==> src/rtl/iqd_pkg.sv <==
package iqd_pkg;
  localparam int LANES = 2;

  typedef struct packed {
    logic single_rate;
    logic mark_hi_first;
    logic i_first;
    logic offset_bin;
  } iqd_cfg_t;
endpackage

==> src/rtl/iqd_phase_step.sv <==
module iqd_phase_step #(
  parameter int W = 12
) (
  input  logic         in_held,
  input  logic [W-1:0] in_word,
  input  logic         word_vld,
  input  logic [W-1:0] word,
  input  logic         word_mark,
  input  logic         mark_hi_first,
  input  logic         offset_bin,
  output logic         out_held,
  output logic [W-1:0] out_word,
  output logic         fire,
  output logic [W-1:0] first_w,
  output logic [W-1:0] second_w,
  output logic         err_evt
);
  function automatic logic [W-1:0] to_twos(input logic [W-1:0] w, input logic offs);
    return offs ? {~w[W-1], w[W-2:0]} : w;
  endfunction

  logic [W-1:0] conv;
  logic         is_open;

  assign conv    = to_twos(word, offset_bin);
  assign is_open = (word_mark == mark_hi_first);
  assign first_w  = in_word;
  assign second_w = conv;

  always_comb begin
    out_held = in_held;
    out_word = in_word;
    fire     = 1'b0;
    err_evt  = 1'b0;
    if (word_vld) begin
      if (is_open) begin
        err_evt  = in_held;
        out_held = 1'b1;
        out_word = conv;
      end else if (in_held) begin
        fire     = 1'b1;
        out_held = 1'b0;
      end else begin
        err_evt  = 1'b1;
      end
    end
  end
endmodule

==> src/rtl/iqd_cfg_hold.sv <==
module iqd_cfg_hold (
  input  logic              clk,
  input  logic              rst,
  input  logic              load,
  input  iqd_pkg::iqd_cfg_t cfg_in,
  output iqd_pkg::iqd_cfg_t cfg_act
);
  always_ff @(posedge clk) begin
    if (rst || load) cfg_act <= cfg_in;
  end
endmodule

==> src/rtl/iqd_pair_out.sv <==
module iqd_pair_out #(
  parameter int W = 12
) (
  input  logic         clk,
  input  logic         rst,
  input  logic         fire,
  input  logic [W-1:0] first_w,
  input  logic [W-1:0] second_w,
  input  logic         i_first,
  input  logic         err_evt,
  output logic         pair_vld,
  output logic [W-1:0] pair_i,
  output logic [W-1:0] pair_q,
  output logic         frame_err
);
  function automatic logic [2*W-1:0] order_iq(input logic [W-1:0] a,
                                              input logic [W-1:0] b,
                                              input logic ifirst);
    return ifirst ? {a, b} : {b, a};
  endfunction

  logic [2*W-1:0] iq;
  assign iq = order_iq(first_w, second_w, i_first);

  always_ff @(posedge clk) begin
    if (rst) begin
      pair_vld  <= 1'b0;
      pair_i    <= '0;
      pair_q    <= '0;
      frame_err <= 1'b0;
    end else begin
      pair_vld <= fire;
      if (fire) begin
        pair_i <= iq[2*W-1:W];
        pair_q <= iq[W-1:0];
      end
      if (err_evt) frame_err <= 1'b1;
    end
  end
endmodule

==> src/rtl/iq_deinterleaver.sv <==
module iq_deinterleaver #(
  parameter int W = 12
) (
  input  logic         clk,
  input  logic         rst,
  input  logic         path_en,
  input  logic         cfg_single_rate,
  input  logic         cfg_mark_hi_first,
  input  logic         cfg_i_first,
  input  logic         cfg_offset_bin,
  input  logic [W-1:0] din_rise,
  input  logic         mark_rise,
  input  logic [W-1:0] din_fall,
  input  logic         mark_fall,
  output logic         pair_vld,
  output logic [W-1:0] pair_i,
  output logic [W-1:0] pair_q,
  output logic         frame_err
);
  import iqd_pkg::*;

  iqd_cfg_t cfg_in, cfg_act;
  logic     held_q, held_d;
  logic [W-1:0] word_q, word_d;

  logic [W-1:0] lane_word [LANES];
  logic         lane_mark [LANES];
  logic         held_c    [LANES+1];
  logic [W-1:0] word_c    [LANES+1];
  logic         fire_l    [LANES];
  logic         err_l     [LANES];
  logic [W-1:0] first_l   [LANES];
  logic [W-1:0] second_l  [LANES];

  logic         fire_any, err_any;
  logic [W-1:0] sel_first, sel_second;

  assign cfg_in = '{single_rate:   cfg_single_rate,
                    mark_hi_first: cfg_mark_hi_first,
                    i_first:       cfg_i_first,
                    offset_bin:    cfg_offset_bin};

  assign lane_word[0] = din_rise;
  assign lane_mark[0] = mark_rise;
  assign lane_word[1] = din_fall;
  assign lane_mark[1] = mark_fall;

  assign held_c[0] = held_q;
  assign word_c[0] = word_q;

  for (genvar l = 0; l < LANES; l++) begin : g_lane
    logic lane_vld;
    assign lane_vld = path_en && ((l == 0) || !cfg_act.single_rate);
    iqd_phase_step #(.W(W)) u_step (
      .in_held       (held_c[l]),
      .in_word       (word_c[l]),
      .word_vld      (lane_vld),
      .word          (lane_word[l]),
      .word_mark     (lane_mark[l]),
      .mark_hi_first (cfg_act.mark_hi_first),
      .offset_bin    (cfg_act.offset_bin),
      .out_held      (held_c[l+1]),
      .out_word      (word_c[l+1]),
      .fire          (fire_l[l]),
      .first_w       (first_l[l]),
      .second_w      (second_l[l]),
      .err_evt       (err_l[l])
    );
  end

  always_comb begin
    fire_any   = 1'b0;
    err_any    = 1'b0;
    sel_first  = first_l[0];
    sel_second = second_l[0];
    for (int l = 0; l < LANES; l++) begin
      err_any = err_any | err_l[l];
      if (fire_l[l]) begin
        fire_any   = 1'b1;
        sel_first  = first_l[l];
        sel_second = second_l[l];
      end
    end
  end

  assign held_d = path_en ? held_c[LANES] : 1'b0;
  assign word_d = word_c[LANES];

  always_ff @(posedge clk) begin
    if (rst) begin
      held_q <= 1'b0;
      word_q <= '0;
    end else begin
      held_q <= held_d;
      word_q <= word_d;
    end
  end

  iqd_cfg_hold u_cfg (
    .clk     (clk),
    .rst     (rst),
    .load    (!held_d),
    .cfg_in  (cfg_in),
    .cfg_act (cfg_act)
  );

  iqd_pair_out #(.W(W)) u_out (
    .clk       (clk),
    .rst       (rst),
    .fire      (fire_any),
    .first_w   (sel_first),
    .second_w  (sel_second),
    .i_first   (cfg_act.i_first),
    .err_evt   (err_any),
    .pair_vld  (pair_vld),
    .pair_i    (pair_i),
    .pair_q    (pair_q),
    .frame_err (frame_err)
  );
endmodule

==> config.mk <==
export PLATFORM = sky130hd
export DESIGN_NAME = iq_deinterleaver
export DESIGN_NICKNAME = d
export VERILOG_FILES = /design/src/rtl/iqd_pkg.sv /design/src/rtl/iqd_phase_step.sv /design/src/rtl/iqd_cfg_hold.sv /design/src/rtl/iqd_pair_out.sv /design/src/rtl/iq_deinterleaver.sv
export SDC_FILE = /design/constraint.sdc
export NUM_CORES = 1
export LEC_CHECK = 0
export BUFFER_PORTS_ARGS = -buffer_cell sky130_fd_sc_hd__buf_2
export CORE_ASPECT_RATIO = 1.4
export CORE_MARGIN = 2
export CORE_UTILIZATION = 45
export CTS_BUF_LIST = sky130_fd_sc_hd__clkbuf_4 sky130_fd_sc_hd__clkbuf_8
export DETAILED_ROUTE_END_ITERATION = 8
export HOLD_SLACK_MARGIN = 0.1
export PLACE_DENSITY = 0.69
export SYNTH_ARGS = -nofsm -noshare
export SYNTH_HDL_FRONTEND = slang
export SYNTH_SLANG_ARGS = --single-unit
==> constraint.sdc <==
create_clock -name clk -period 6.2 [get_ports clk]
set_input_delay 0.31 -clock clk [delete_from_list [all_inputs] [get_ports clk]]
set_output_delay 0.31 -clock clk [all_outputs]
set_load 0.1 [all_outputs]
==> run metrics <==
status completed; Worst VDD drop 0.000112 V; DRT iter0 DRCs 80; Sequential Power Share 43.0%; Tot GR Track Use between 10% and 20%; fin crit share 52.8%; CTS tree built; Remaining Overflow, GRT 0; met1 Track Usage GR 25.6%; cts repair resizes 0; max-slew violations 0; Post-Syn Area 0.00236 sq mm; post-synthesis sequential area ratio 38.2%; RR Endpoint u_out.pair_q[3]$_SDFFE_PP0P_; global-route wire length before repair around 9000 um; R2R cell count 9; Via Count between 2,000 and 2,500; TNS Setup 0 ns; PwrDens roughly 260 mW/mm^2; mean post-synth cell area 9.17 sq um; DRC violations left 0; PortBufs 58; crit path max fanout 26; dpl hpwl 3900 um; post-synth net total 292; Setup violations, final 0; I/O pin total between 50 and 60; WL/cell around 15 um; post-CTS setup buffers 0; Die Ht 89.6 um; min-delay worst type input pin to register; die footprint 0.00584 sq mm; Worst Max-Slew Pin Slew roughly 1.2 ns; Die X roughly 65 um; startpoint types register; number of antenna violations at the first check in global routing 0; TritonRoute pass-1 iters 4; H-Tree Depth 2; FF+latch count, synth 43; clock slew at reported path FFs 0.08 ns; Sw Share 32.8%; Clk pwr share 31.9%; core area ~0.0051 sq mm; final RePlAce weighted congestion 0.771; fin worst setup slack roughly 2.9 ns; share of post-route cells with drive strength above 1 27.8%; Root Driver clkbuf_8; Cells after Synth 257; Hold Fails Final Rpt 0; worst hold path cell count 1; clk sinks 43; Final nets 336; Critical Path AT 3.46 ns; Slew Limit Headroom 23.0%; hold_buf cts 0; Crit Path Category register to register; Antenna Cells 0; # rows 31; pre-CTS WS 2.95 ns; R2R Path Start u_cfg.cfg_act[2]$_DFFE_PP_; final WL 5450 um; Routed Antenna Nets 0; max-cap violation count 0; fmax between 300 and 400 MHz; met3 usage in global routing 3.62%; Synthesis Warnings 0; Clock Latency Late Sink 0.30 ns; WP data required 6.39 ns; Switching Power roughly 0.00024 W; Setup crit end kind register; largest net degree at the start of global routing roughly 50; vias in the first global route 1,890; final total power 0.000717 W; Clock Skew 0.00461 ns; Pint 0.000482 W; final worst path period need 3.27 ns; Starting Density 46.0%; R2R setup slack 2.93 ns; CTS Buffer Depth 2; Most Crowded Layer GR met2; share of power burned in combinational logic around a quarter; synth unique cells 38; Hold EP u_cfg.cfg_act[1]$_DFFE_PP_; routed vias/inst ~5.7; RSZ-0062 raised after global routing false; Hold Startpoint cfg_i_first; Layout area overhead 15.1%; cts bufs inserted 5; met2 global-route usage 32.1%; LEAKAGE 1.10 nW
==> synth_stat cells, drive strengths merged <==
cell type / instances / area, sq um
dfxtp: 39 / 781
nand3: 33 / 165
nand2: 23 / 86.3
a32o: 22 / 220
o21ai: 17 / 85.1
buf: 12 / 108
clkbuf: 11 / 41.3
mux2i: 11 / 110
nand2b: 11 / 68.8
nand3b: 11 / 82.6
nor2: 11 / 41.3
a311oi: 10 / 150
inv: 10 / 37.5
a21oi: 6 / 33.8
edfxtp: 4 / 120
nor3: 4 / 20.0
o221ai: 4 / 41.3
xnor2: 3 / 33.8
and2: 2 / 12.5
and2b: 2 / 15.0
ha: 2 / 25.0
o211ai: 2 / 15.0
a211oi: 1 / 7.51
a221oi: 1 / 15.0
and3b: 1 / 8.76
nor2b: 1 / 6.26
o211a: 1 / 10.0
or3: 1 / 6.26
xor2: 1 / 8.76
==> logic make-up after synthesis <==
kind of cell	after synthesis	synth area share, %
DFF	43	38.2
AOI/OAI and AO/OA	64	24.5
xor gates and xnor gates	4	1.81
and+or+nand+nor	100	21.8
adders and majority gates	2	1.06
buffers and inverters	33	7.91
muxes	11	4.67
==> power by group through the flow <==
stage	Sequential (W)	Clock [W]	Combinational, W
after floorplan	0.000363	0	0.0000965
after global placement	0.000314	0	0.000178
after detailed placement	0.000315	0	0.000181
after CTS	0.000308	0.000233	0.000181
after global routing	0.000310	0.000246	0.000196
final	0.000308	0.000229	0.000180
==> placed cells by master (no fill, tap or decap), types with 10 or more instances in the layout <==
cell type,Yosys,layout
nand3_1,33,33
nor2_1,11,11
nand2b_1,11,11
a311oi_2,10,10
nand3b_1,11,11
a32o_1,22,22
buf_2,4,58
dfxtp_1,39,39
mux2i_1,11,11
nand2_1,23,23
o21ai_0,12,12
==> flip-flops by register name, indices dropped and copies added, names as in the netlist <==
signal           cells
u_out.pair_q        12
u_out.pair_i        12
u_out.frame_err      1
held_q               1
u_cfg.cfg_act        4
u_out.pair_vld       1
word_q              12
==> how the worst max path moves through the flow <==
stage | start | end | slack, ns | cells after the start
floorplan | u_cfg.cfg_act[2]$_DFFE_PP_ | u_out.pair_q[11]$_SDFFE_PP0P_ | 3.84 | 12
global placement | mark_rise | u_out.pair_q[9]$_SDFFE_PP0P_ | 2.99 | 10
detailed placement | u_cfg.cfg_act[2]$_DFFE_PP_ | u_out.pair_q[3]$_SDFFE_PP0P_ | 2.95 | 9
CTS | u_cfg.cfg_act[2]$_DFFE_PP_ | u_out.pair_q[4]$_SDFFE_PP0P_ | 2.93 | 9
global route | u_cfg.cfg_act[2]$_DFFE_PP_ | u_out.pair_q[11]$_SDFFE_PP0P_ | 2.57 | 9
finish | u_cfg.cfg_act[2]$_DFFE_PP_ | u_out.pair_q[3]$_SDFFE_PP0P_ | 2.93 | 9
==> per-layer routing <==
layer  vias up  part of all wire [%]
met5         -                     0
met2        54                    48
li1       1041                     -
met4         0                   2.5
met3        12                   4.8
met1       975                    45
==> critical path, stage by stage, from the launching register on <==
cell and delay, ns:
edfxtp_1 0.45, xnor2_2 0.14, buf_4 0.30, nand2_1 0.32, o21ai_0 0.18, ha_1 0.20, and3b_1 0.87, mux2i_1 0.36
nand2_1 0.08, a32o_1 0.26
==> final cells by class <==
class / count / area, sq um
well taps: 66 / 82.6
multi-input cells: 181 / 1270
inverters: 10 / 37.5
repair buffers: 60 / 305
fillers: 517 / 2410
flip-flops and latches: 43 / 901
clock buffers: 6 / 82.6
clock inverters: 2 / 35.0
==> metrics by stage <==
| stage | cells | hold slack [ns] | utilization, % | cell area (sq um) |
|---|---|---|---|---|
| detailed placement | 360 | 0.439 | 50.7 | 2590 |
| CTS | 368 | 0.181 | 53.0 | 2710 |
| global route | 368 | 0.177 | 53.0 | 2710 |
| global placement | 360 | 0.438 | 50.7 | 2590 |
| floorplan | 257 | 0.376 | - | 2360 |
| finish | 368 | 0.185 | 53.0 | 2710 |
Power figures use the tool's default switching activity.
